[src/rtl/sgdesc_pkg.sv]
`timescale 1ns/1ps
package sgdesc_pkg;
  localparam int ATTR_W = 16;
  localparam logic [ATTR_W-1:0] ATTR_XFER = 16'h0021;
  localparam logic [ATTR_W-1:0] ATTR_END  = 16'h0003;

  typedef enum logic [2:0] {
    ST_IDLE, ST_SEG, ST_HEAD, ST_BODY, ST_TERM, ST_DONE, ST_ERR
  } sg_state_t;
endpackage

[src/rtl/sgdesc_split_calc.sv]
`timescale 1ns/1ps
module sgdesc_split_calc #(
  parameter int ADDR_W  = 32,
  parameter int LEN_W   = 17,
  parameter int MAX_LEN = 65536
) (
  input  logic [ADDR_W-1:0] addr,
  input  logic [LEN_W-1:0]  len,
  output logic [1:0]        head_len,
  output logic [ADDR_W-1:0] body_addr,
  output logic [LEN_W-1:0]  body_len,
  output logic              len_bad
);
  logic [1:0] gap;

  always_comb begin
    gap       = 2'(3'd4 - {1'b0, addr[1:0]});
    head_len  = (len < LEN_W'(gap)) ? len[1:0] : gap;
    body_addr = addr + ADDR_W'(head_len);
    body_len  = len - LEN_W'(head_len);
    len_bad   = (len == '0) || (len > LEN_W'(MAX_LEN));
  end
endmodule

[src/rtl/sgdesc_ctrl.sv]
`timescale 1ns/1ps
module sgdesc_ctrl
  import sgdesc_pkg::*;
#(
  parameter int ADDR_W   = 32,
  parameter int LEN_W    = 17,
  parameter int DLEN_W   = 16,
  parameter int MAX_SEGS = 128
) (
  input  logic                          clk,
  input  logic                          rst,
  input  logic                          start,
  input  logic [ADDR_W-1:0]             bounce_base,
  input  logic                          seg_valid,
  output logic                          seg_ready,
  input  logic                          seg_last,
  input  logic [1:0]                    c_head_len,
  input  logic [ADDR_W-1:0]             c_body_addr,
  input  logic [LEN_W-1:0]              c_body_len,
  input  logic                          c_len_bad,
  output logic                          desc_valid,
  input  logic                          desc_ready,
  output logic [ADDR_W+DLEN_W+ATTR_W-1:0] desc_data,
  output logic                          err
);
  localparam int DESC_W      = ADDR_W + DLEN_W + ATTR_W;
  localparam int MAX_ENTRIES = 2 * MAX_SEGS + 1;
  localparam int SEG_W       = $clog2(MAX_SEGS + 1);
  localparam int ENT_W       = $clog2(MAX_ENTRIES + 1);

  sg_state_t            st;
  logic [ADDR_W-1:0]    slot_q, body_addr_q;
  logic [LEN_W-1:0]     body_len_q;
  logic [1:0]           head_q;
  logic                 last_q;
  logic [SEG_W-1:0]     seg_cnt;
  logic [ENT_W-1:0]     ent_cnt;
  logic                 valid_q;
  logic [DESC_W-1:0]    data_q;

  logic out_free, accept, seg_bad, has_body;

  assign out_free  = !valid_q || desc_ready;
  assign seg_ready = (st == ST_SEG);
  assign accept    = seg_valid && seg_ready;
  assign seg_bad   = c_len_bad || (seg_cnt == SEG_W'(MAX_SEGS));
  assign has_body  = (body_len_q != '0);
  assign desc_valid = valid_q;
  assign desc_data  = data_q;
  assign err        = (st == ST_ERR);

  always_ff @(posedge clk) begin
    if (rst) begin
      st          <= ST_IDLE;
      valid_q     <= 1'b0;
      data_q      <= '0;
      slot_q      <= '0;
      body_addr_q <= '0;
      body_len_q  <= '0;
      head_q      <= '0;
      last_q      <= 1'b0;
      seg_cnt     <= '0;
      ent_cnt     <= '0;
    end else if (st != ST_ERR) begin
      if (out_free) valid_q <= 1'b0;
      if (start) begin
        valid_q <= 1'b0;
        if (bounce_base[1:0] != 2'b00) begin
          st <= ST_ERR;
        end else begin
          slot_q  <= bounce_base;
          seg_cnt <= '0;
          ent_cnt <= '0;
          st      <= ST_SEG;
        end
      end else begin
        case (st)
          ST_SEG: if (accept) begin
            if (seg_bad) begin
              st      <= ST_ERR;
              valid_q <= 1'b0;
            end else begin
              head_q      <= c_head_len;
              body_addr_q <= c_body_addr;
              body_len_q  <= c_body_len;
              last_q      <= seg_last;
              seg_cnt     <= seg_cnt + 1'b1;
              st          <= (c_head_len != 2'd0) ? ST_HEAD : ST_BODY;
            end
          end
          ST_HEAD: if (out_free) begin
            data_q  <= {slot_q, DLEN_W'(head_q), ATTR_XFER};
            valid_q <= 1'b1;
            slot_q  <= slot_q + ADDR_W'(4);
            ent_cnt <= ent_cnt + 1'b1;
            st      <= has_body ? ST_BODY : (last_q ? ST_TERM : ST_SEG);
          end
          ST_BODY: if (out_free) begin
            data_q  <= {body_addr_q, DLEN_W'(body_len_q), ATTR_XFER};
            valid_q <= 1'b1;
            ent_cnt <= ent_cnt + 1'b1;
            st      <= last_q ? ST_TERM : ST_SEG;
          end
          ST_TERM: if (out_free) begin
            data_q  <= {ADDR_W'(0), DLEN_W'(0), ATTR_END};
            valid_q <= 1'b1;
            ent_cnt <= ent_cnt + 1'b1;
            st      <= ST_DONE;
          end
          default: ;
        endcase
      end
    end
  end

  // a stalled entry is held until taken
  p_hold_r7: assert property (@(posedge clk) disable iff (rst)
    (valid_q && !desc_ready && !start && !accept)
    |=> (valid_q && $stable(data_q)));

  // the error state is sticky and silent
  p_err_sticky_r8: assert property (@(posedge clk) disable iff (rst)
    err |=> err);
  p_err_quiet_r8: assert property (@(posedge clk) disable iff (rst)
    err |-> (!seg_ready && !valid_q));

  // a head entry covers one to three bytes of a word-aligned slot
  p_head_shape_r2: assert property (@(posedge clk) disable iff (rst)
    (st == ST_HEAD && out_free && !start)
    |=> (valid_q && data_q[DLEN_W+ATTR_W-1:ATTR_W] != '0
         && data_q[DLEN_W+ATTR_W-1:ATTR_W] < DLEN_W'(4)
         && data_q[ATTR_W+DLEN_W+1:ATTR_W+DLEN_W] == 2'b00));

  // entry count per list is bounded
  p_entry_bound_r12: assert property (@(posedge clk) disable iff (rst)
    ent_cnt <= ENT_W'(MAX_ENTRIES));

  // nothing is offered for input once the list is closed
  p_done_closed_r5: assert property (@(posedge clk) disable iff (rst)
    (st == ST_DONE) |-> !seg_ready);
endmodule

[src/rtl/sgdesc_split.sv]
`timescale 1ns/1ps
module sgdesc_split #(
  parameter int ADDR_W   = 32,
  parameter int LEN_W    = 17,
  parameter int DLEN_W   = 16,
  parameter int MAX_LEN  = 65536,
  parameter int MAX_SEGS = 128
) (
  input  logic              clk,
  input  logic              rst,
  input  logic              start,
  input  logic [ADDR_W-1:0] bounce_base,
  input  logic              seg_valid,
  output logic              seg_ready,
  input  logic [ADDR_W-1:0] seg_addr,
  input  logic [LEN_W-1:0]  seg_len,
  input  logic              seg_last,
  output logic              desc_valid,
  input  logic              desc_ready,
  output logic [63:0]       desc_data,
  output logic              err
);
  logic [1:0]        head_len;
  logic [ADDR_W-1:0] body_addr;
  logic [LEN_W-1:0]  body_len;
  logic              len_bad;

  sgdesc_split_calc #(.ADDR_W(ADDR_W), .LEN_W(LEN_W), .MAX_LEN(MAX_LEN)) u_calc (
    .addr(seg_addr), .len(seg_len), .head_len(head_len),
    .body_addr(body_addr), .body_len(body_len), .len_bad(len_bad)
  );

  sgdesc_ctrl #(.ADDR_W(ADDR_W), .LEN_W(LEN_W), .DLEN_W(DLEN_W), .MAX_SEGS(MAX_SEGS)) u_ctrl (
    .clk(clk), .rst(rst), .start(start), .bounce_base(bounce_base),
    .seg_valid(seg_valid), .seg_ready(seg_ready), .seg_last(seg_last),
    .c_head_len(head_len), .c_body_addr(body_addr), .c_body_len(body_len),
    .c_len_bad(len_bad), .desc_valid(desc_valid), .desc_ready(desc_ready),
    .desc_data(desc_data), .err(err)
  );
endmodule

[config.mk]
export PLATFORM = sky130hd
export DESIGN_NAME = sgdesc_split
export DESIGN_NICKNAME = d
export VERILOG_FILES = /design/src/rtl/sgdesc_pkg.sv /design/src/rtl/sgdesc_split_calc.sv /design/src/rtl/sgdesc_ctrl.sv /design/src/rtl/sgdesc_split.sv
export SDC_FILE = /design/constraint.sdc
export NUM_CORES = 1
export LEC_CHECK = 0
export ABC_AREA = 1
export BUFFER_PORTS_ARGS = -buffer_cell sky130_fd_sc_hd__buf_2
export CAP_MARGIN = 40
export CORE_UTILIZATION = 40
export DETAILED_ROUTE_END_ITERATION = 8
export GPL_ROUTABILITY_DRIVEN = 1
export PLACE_DENSITY = 0.63
export SYNTH_ARGS = -nofsm -noshare
export SYNTH_HDL_FRONTEND = slang
export SYNTH_SLANG_ARGS = --single-unit
export TNS_END_PERCENT = 30
[constraint.sdc]
create_clock -name clk -period 8.51 [get_ports clk]
set_input_delay 0.4255 -clock clk [delete_from_list [all_inputs] [get_ports clk]]
set_output_delay 0.4255 -clock clk [all_outputs]
set_load 0.03 [all_outputs]
* After elaboration in Yosys (flattened, before gate mapping)
Index checks and enable logic that the tools add are counted.
** Storage, ports and cells
- Bits in registers :: 160
- Bits of input ports :: 87
- Output and inout bits :: 67
- Word-level logic and storage cells :: 86
** Operators by class
- Add/sub/neg operators :: 5
- Order comparisons :: 2
- Equality and inequality tests :: 16
- Mux-type cells :: 31
- Bitwise operators :: 2
- Reduce and logical (&&, ||, !) cells :: 21
** Operator list (count)
- $mux 64 :: 3
- $pmux 64 s3 :: 1
- $mux 32 :: 4
- $mux 8 :: 5
- $add 32x2->32 :: 1
- $add 32x3->32 const B :: 1
- $mux 3 :: 9
- $gt 17x17->1 const B :: 1
- $logic_not 17->1 :: 1
- $lt 17x2->1 :: 1
- $reduce_bool 17->1 :: 1
- $sub 17x2->17 :: 1
- $pmux 3 s4 :: 1
- $reduce_and 6->1 :: 2
- $reduce_bool 2->1 :: 6
- $reduce_and 5->1 :: 2
- $ne 3x2->1 const B :: 3
- $add 8x1->8 const B :: 1
- $eq 8x8->1 const B :: 1
- $eq 3x2->1 const B :: 2
- $eq 3x3->1 const B :: 2
- $mux 1 :: 6
- $ne 2x1->1 const B :: 3
- $ne 3x3->1 const B :: 2
- other kinds (13) :: 17

* Depth between registers and ports, before layout
- Depth after elaboration :: 9
- Depth in mapped cells :: 22

* By module
A second synthesis with hierarchy kept.
** Second synthesis, totals
- Cell total of the unflattened synthesis :: 1390
- Area, all modules :: 8730.9 sq um
** By module, submodules not included
- sgdesc_ctrl :: instances 1, cells an instance 1087, area an instance 7201.9 sq um, seq. area each 2942.8 sq um
- sgdesc_split_calc :: instances 1, cells an instance 303, area an instance 1529.0 sq um, seq. area each 0.0 sq um

* Worst setup path before layout
OpenSTA, ideal clock, no wires.
- Kind :: input to register
- Start point :: in seg_addr[1]
- End point :: reg u_ctrl.body_addr_q[28]
- Library setup time :: 0.117 ns
- Arrival time :: 3.188 ns
- Slack :: 5.205 ns
- Stages :: 22
- Path buffers :: 0
- Cell sequence :: xor2_1 -> inv_1 -> ha_1 -> inv_1 -> nor2_1 -> nand3_1 -> nand4_1 -> nand2_1 -> o21ai_0 -> inv_1 -> ha_1 -> inv_1 -> fa_1 -> nor2_1 -> nand2_1 -> nor3_1 -> nand3_1 -> nor2_1 -> nand2_1 -> xnor2_1 -> nor2_1 -> nor2_1
** On the way
- Word-level cells in the longest chain between the ends :: 4
** Ends and longest elaborated chain
- start, declared :: RTL line sgdesc_split.sv:15 : input logic [ADDR_W-1:0] seg_addr,
- $sub 1x2->2 :: RTL line sgdesc_split_calc.sv:17 : gap = 2'(3'd4 - {1'b0, addr[1:0]});
- $lt 17x2->1 :: RTL line sgdesc_split_calc.sv:18 : head_len = (len < LEN_W'(gap)) ? len[1:0] : gap;
- $mux 2 :: RTL line sgdesc_split_calc.sv:18
- named net head_len[0] :: RTL line sgdesc_split.sv:23 : logic [1:0] head_len;
- $add 32x2->32 :: RTL line sgdesc_split_calc.sv:19 : body_addr = addr + ADDR_W'(head_len);
- end signal, assigned :: RTL line sgdesc_ctrl.sv:84 : body_addr_q <= c_body_addr;
- end, declared :: RTL line sgdesc_ctrl.sv:32 : logic [ADDR_W-1:0] slot_q, body_addr_q;
The timed path passes the listed nets, and every way through them passes these cells.
A chain may end at the register's enable or synchronous reset.

* Worst setup path in the final report
- Start point :: reg u_ctrl.st[1]
- End point :: reg u_ctrl.data_q[55], in the netlist u_ctrl.desc_data[55]
** On the way
- Word-level cells in the longest chain between the ends :: 3
- Elaborated cells on any way between the ends :: 10
- Classes of those cells :: eq/ne: 7; mux: 1; reduce/logical: 2
** Ends and longest elaborated chain
- start, declared :: RTL line sgdesc_ctrl.sv:31 : sg_state_t st;
- start signal, assigned :: RTL line sgdesc_ctrl.sv:88 : st <= (c_head_len != 2'd0) ? ST_HEAD : ST_BODY;
- start signal, assigned :: RTL line sgdesc_ctrl.sv:96 : st <= has_body ? ST_BODY : (last_q ? ST_TERM : ST_SEG);
- start signal, assigned :: RTL line sgdesc_ctrl.sv:102 : st <= last_q ? ST_TERM : ST_SEG;
- $eq 3x3->1 / $eq 3x2->1 (equally long branches) :: RTL line sgdesc_ctrl.sv:77 : case (st)
- $ne 2x1->1 (no line) / $reduce_bool 3->1 (equally long branches)
- $reduce_and 6->1 (no line)
- end signal, assigned :: RTL line sgdesc_ctrl.sv:92 : data_q <= {slot_q, DLEN_W'(head_q), ATTR_XFER};
- end signal, assigned :: RTL line sgdesc_ctrl.sv:99 : data_q <= {body_addr_q, DLEN_W'(body_len_q), ATTR_XFER};
- end signal, assigned :: RTL line sgdesc_ctrl.sv:105 : data_q <= {ADDR_W'(0), DLEN_W'(0), ATTR_END};
- end, declared :: RTL line sgdesc_ctrl.sv:39 : logic [DESC_W-1:0] data_q;
Parallel ways exist; a longest one is shown, timed or not.

==> impl_metrics.env <==
export IMPL_finalHoldViolCount=0
export IMPL_critPathMostFrequentCell="inv_2"
export IMPL_vias=8324
export IMPL_start_kind="flip-flop"
export IMPL_clockBufferDepth=2
export IMPL_cp_end_kind="flip-flop"
export IMPL_p_clk_frac=0.342
export IMPL_status="finished, final reports clean"
export IMPL_synth_cells=1201
export IMPL_root_buffer="clkbuf_16"
export IMPL_clkTransAtPathRegs_ps=60
export IMPL_syn_avg_cell_area_um2=6.78
export IMPL_totalNegativeSetupSlack_ps=0
export IMPL_period_needed_ps=3690
export IMPL_max_stage_delay_ps=660
export IMPL_crit_fanout=74
export IMPL_final_cell_area_mm2=0.00952
export IMPL_leakage_nw=3.96
export IMPL_intPower_mw=1.48
export IMPL_drive_gt1_frac=0.163
export IMPL_gr_total_overflow=0
export IMPL_grt_pass1_vias=7587
export IMPL_totalPowerFinal_mw=2.38
export IMPL_final_max_slew_violation_count=0
export IMPL_grtUsageTotal=0.245
export IMPL_rsz0062_at_grt="no"
export IMPL_critPathTopFamily="buffers and inverters"
export IMPL_cts_sinks=147
export IMPL_antenna_found_initial=0
export IMPL_path_buf_inv=4
export IMPL_vdd_drop_max_mv=0.123
export IMPL_vias_per_cell=5.26
export IMPL_hpwl_um=17900
export IMPL_power_density_mw_per_mm2=250
export IMPL_ctsHoldBuffers=0
export IMPL_rows=51
export IMPL_path_class="flip-flop to flip-flop"
export IMPL_core_area_mm2=0.0197
export IMPL_final_nets=1402
export IMPL_synth_area_leader_cell="dfxtp_1"
export IMPL_yosys_register_bits=147
export IMPL_antennaDiodeCount=0
export IMPL_seq_area_frac_synth=0.362
export IMPL_place_area_mm2=0.00888
export IMPL_avgRoutedWirePerCell_um=15.7
export IMPL_ant_nets=0
export IMPL_switching_share=0.378
export IMPL_tightest_slew_ps=871
export IMPL_yosys_top_cells_area="dfxtp_1 36%, nand2_1 11%, nor2_1 7.6%"
export IMPL_relSlewSlack=0.419
export IMPL_p_sw_mw=0.900
export IMPL_num_io_pins=154
export IMPL_tritoncts="built"
export IMPL_stdcell_count=1584
export IMPL_syn2layout_area_growth_pct=17.0
export IMPL_die_y_um=145
export IMPL_h_tree_depth=4
export IMPL_grt_pass1_wl_um=39400
export IMPL_yosysUniqueCellTypes=46
export IMPL_whs_ps=257
export IMPL_p_seq_frac=0.374
export IMPL_crit_chain="nand3_1 > inv_2 > nor2_4 > o21ai_2 > inv_2 > nor3_4 > buf_4 > inv_2 > a221oi_1 > nor2_1"
export IMPL_netlist_area_mm2=0.00814
export IMPL_yosysTopAreaCellShare=0.362
export IMPL_cts_resized=0
export IMPL_setup_viol=0
export IMPL_post_route_period_util=0.434
export IMPL_die_w_um=145
export IMPL_insertion_delay_ps=420
export IMPL_cts_setup_buffers=0
export IMPL_first_pass_iters=6
export IMPL_yosys_warnings=0
export IMPL_port_buffers=140
export IMPL_crit_arrival_ps=4000
export IMPL_crit_slowest_cell="inv_2"
export IMPL_maxCapViolCount=0
export IMPL_cts_inserted_buffers=17
export IMPL_die_area_mm2=0.0209
export IMPL_worstHoldPathType="input port to flip-flop"
export IMPL_drt_initial_drc_count=661
export IMPL_gp_congestion=0.929
export IMPL_wl_um=24900
export IMPL_finClkSkew_ps=8.04
export IMPL_grt_max_degree=87
export IMPL_drc=0
export IMPL_dpl_cell_count=1552
export IMPL_start_util=0.413
export IMPL_fmax_mhz=271
export IMPL_required_ps=8820
export IMPL_comb_power_share=0.284
worst paths after layout:
check / from / to / slack (ps) / cells after the start
max: u_ctrl.st[1] / u_ctrl.desc_data[55] / 4820 / 10
min: bounce_base[4] / u_ctrl.slot_q[4] / 260 / 3
max reg2reg: u_ctrl.st[1] / u_ctrl.desc_data[55] / 4820 / 10
min reg2reg: u_ctrl.slot_q[1] / u_ctrl.slot_q[1] / 450 / 2
cell type report:
type	count	area, um^2
Fill cell	2060	10200
Multi-Input combinational cell	884	4450
Sequential cell	147	2940
Timing Repair Buffer	146	746
Clock buffer	18	439
Inverter	110	413
Tap cell	265	332
Clock inverter	14	201
layout by cell type, fill, tap and decap left out, types with 25 or more instances in the layout:
master / instances
o21ai_0: 84
nor2_1: 165
inv_1: 102
nor3_1: 25
a31oi_1: 30
o21ai_1: 32
buf_2: 140
nand3_1: 65
nand4_1: 27
a21oi_1: 84
nand2_1: 238
xor2_1: 30
dfxtp_1: 147
cells by family after synthesis:
logic type	Yosys count	share of synthesized area
DFF	147	0.362
xor gates and xnor gates	42	0.0452
other	1	0.000461
adders and majority gates	9	0.0148
buffers and inverters	182	0.0982
AOI/OAI and AO/OA	270	0.190
and+or+nand+nor	550	0.289
worst register-to-register path: cells and delay by family, from the launching register on:
kind / cells / cell delay [ps]
DFF: 1 / 440
buffers and inverters: 4 / 1840
and+or+nand+nor: 4 / 690
AOI/OAI and AO/OA: 2 / 600
sequential cells by signal, summed over array words and instances (netlist names):
| name | cells |
|---|---|
| u_ctrl.body_addr_q | 32 |
| u_ctrl.body_len_q | 17 |
| u_ctrl.desc_data | 51 |
| u_ctrl.desc_valid | 1 |
| u_ctrl.head_q | 2 |
| u_ctrl.last_q | 1 |
| u_ctrl.seg_cnt | 8 |
| u_ctrl.slot_q | 32 |
| u_ctrl.st | 3 |
through the flow:
stage | utilization | setup WS (ps)
5_1_grt | 0.483 | 4400
4_1_cts | 0.483 | 4820
6_report | 0.483 | 4820
2_1_floorplan | - | 5210
3_5_place_dp | 0.450 | 4610
3_3_place_gp | 0.450 | 4750
power groups by stage:
| stage | combinational [mW] | sequential, mW | clock, mW |
|---|---|---|---|
| floorplan | 0.390 | 0.979 | 0 |
| detailed placement | 0.676 | 0.902 | 0 |
| finish | 0.678 | 0.891 | 0.814 |
| CTS | 0.680 | 0.888 | 0.823 |
| global route | 0.754 | 0.899 | 0.851 |
| global placement | 0.673 | 0.903 | 0 |
cell usage after synthesis (all sizes together):
cell type / n
nand2: 239
nor2: 171
dfxtp: 147
o21ai: 117
inv: 109
a21oi: 84
nand3: 66
buf: 37
clkbuf: 35
a31oi: 30
xor2: 30
nor3: 28
nand4: 27
a221oi: 14
a211oi: 12
xnor2: 12
or2: 9
ha: 8
o211ai: 7
nor4: 6
nand3b: 2
o221a: 2
o22ai: 2
and2: 1
clkinv: 1
conb: 1
fa: 1
o2111ai: 1
o21a: 1
or3: 1
metal layers:
metal  up-vias  track usage  wire length (um)  share of wire
met5         -            0                 0              0
met4         0       0.0837               407          0.016
met3        25       0.0387              1530          0.061
met2       277        0.386             11300           0.45
met1      3819        0.338             11700           0.47
li1       4203            -                 -              -
Note: power is estimated with default switching activity, not from simulation.
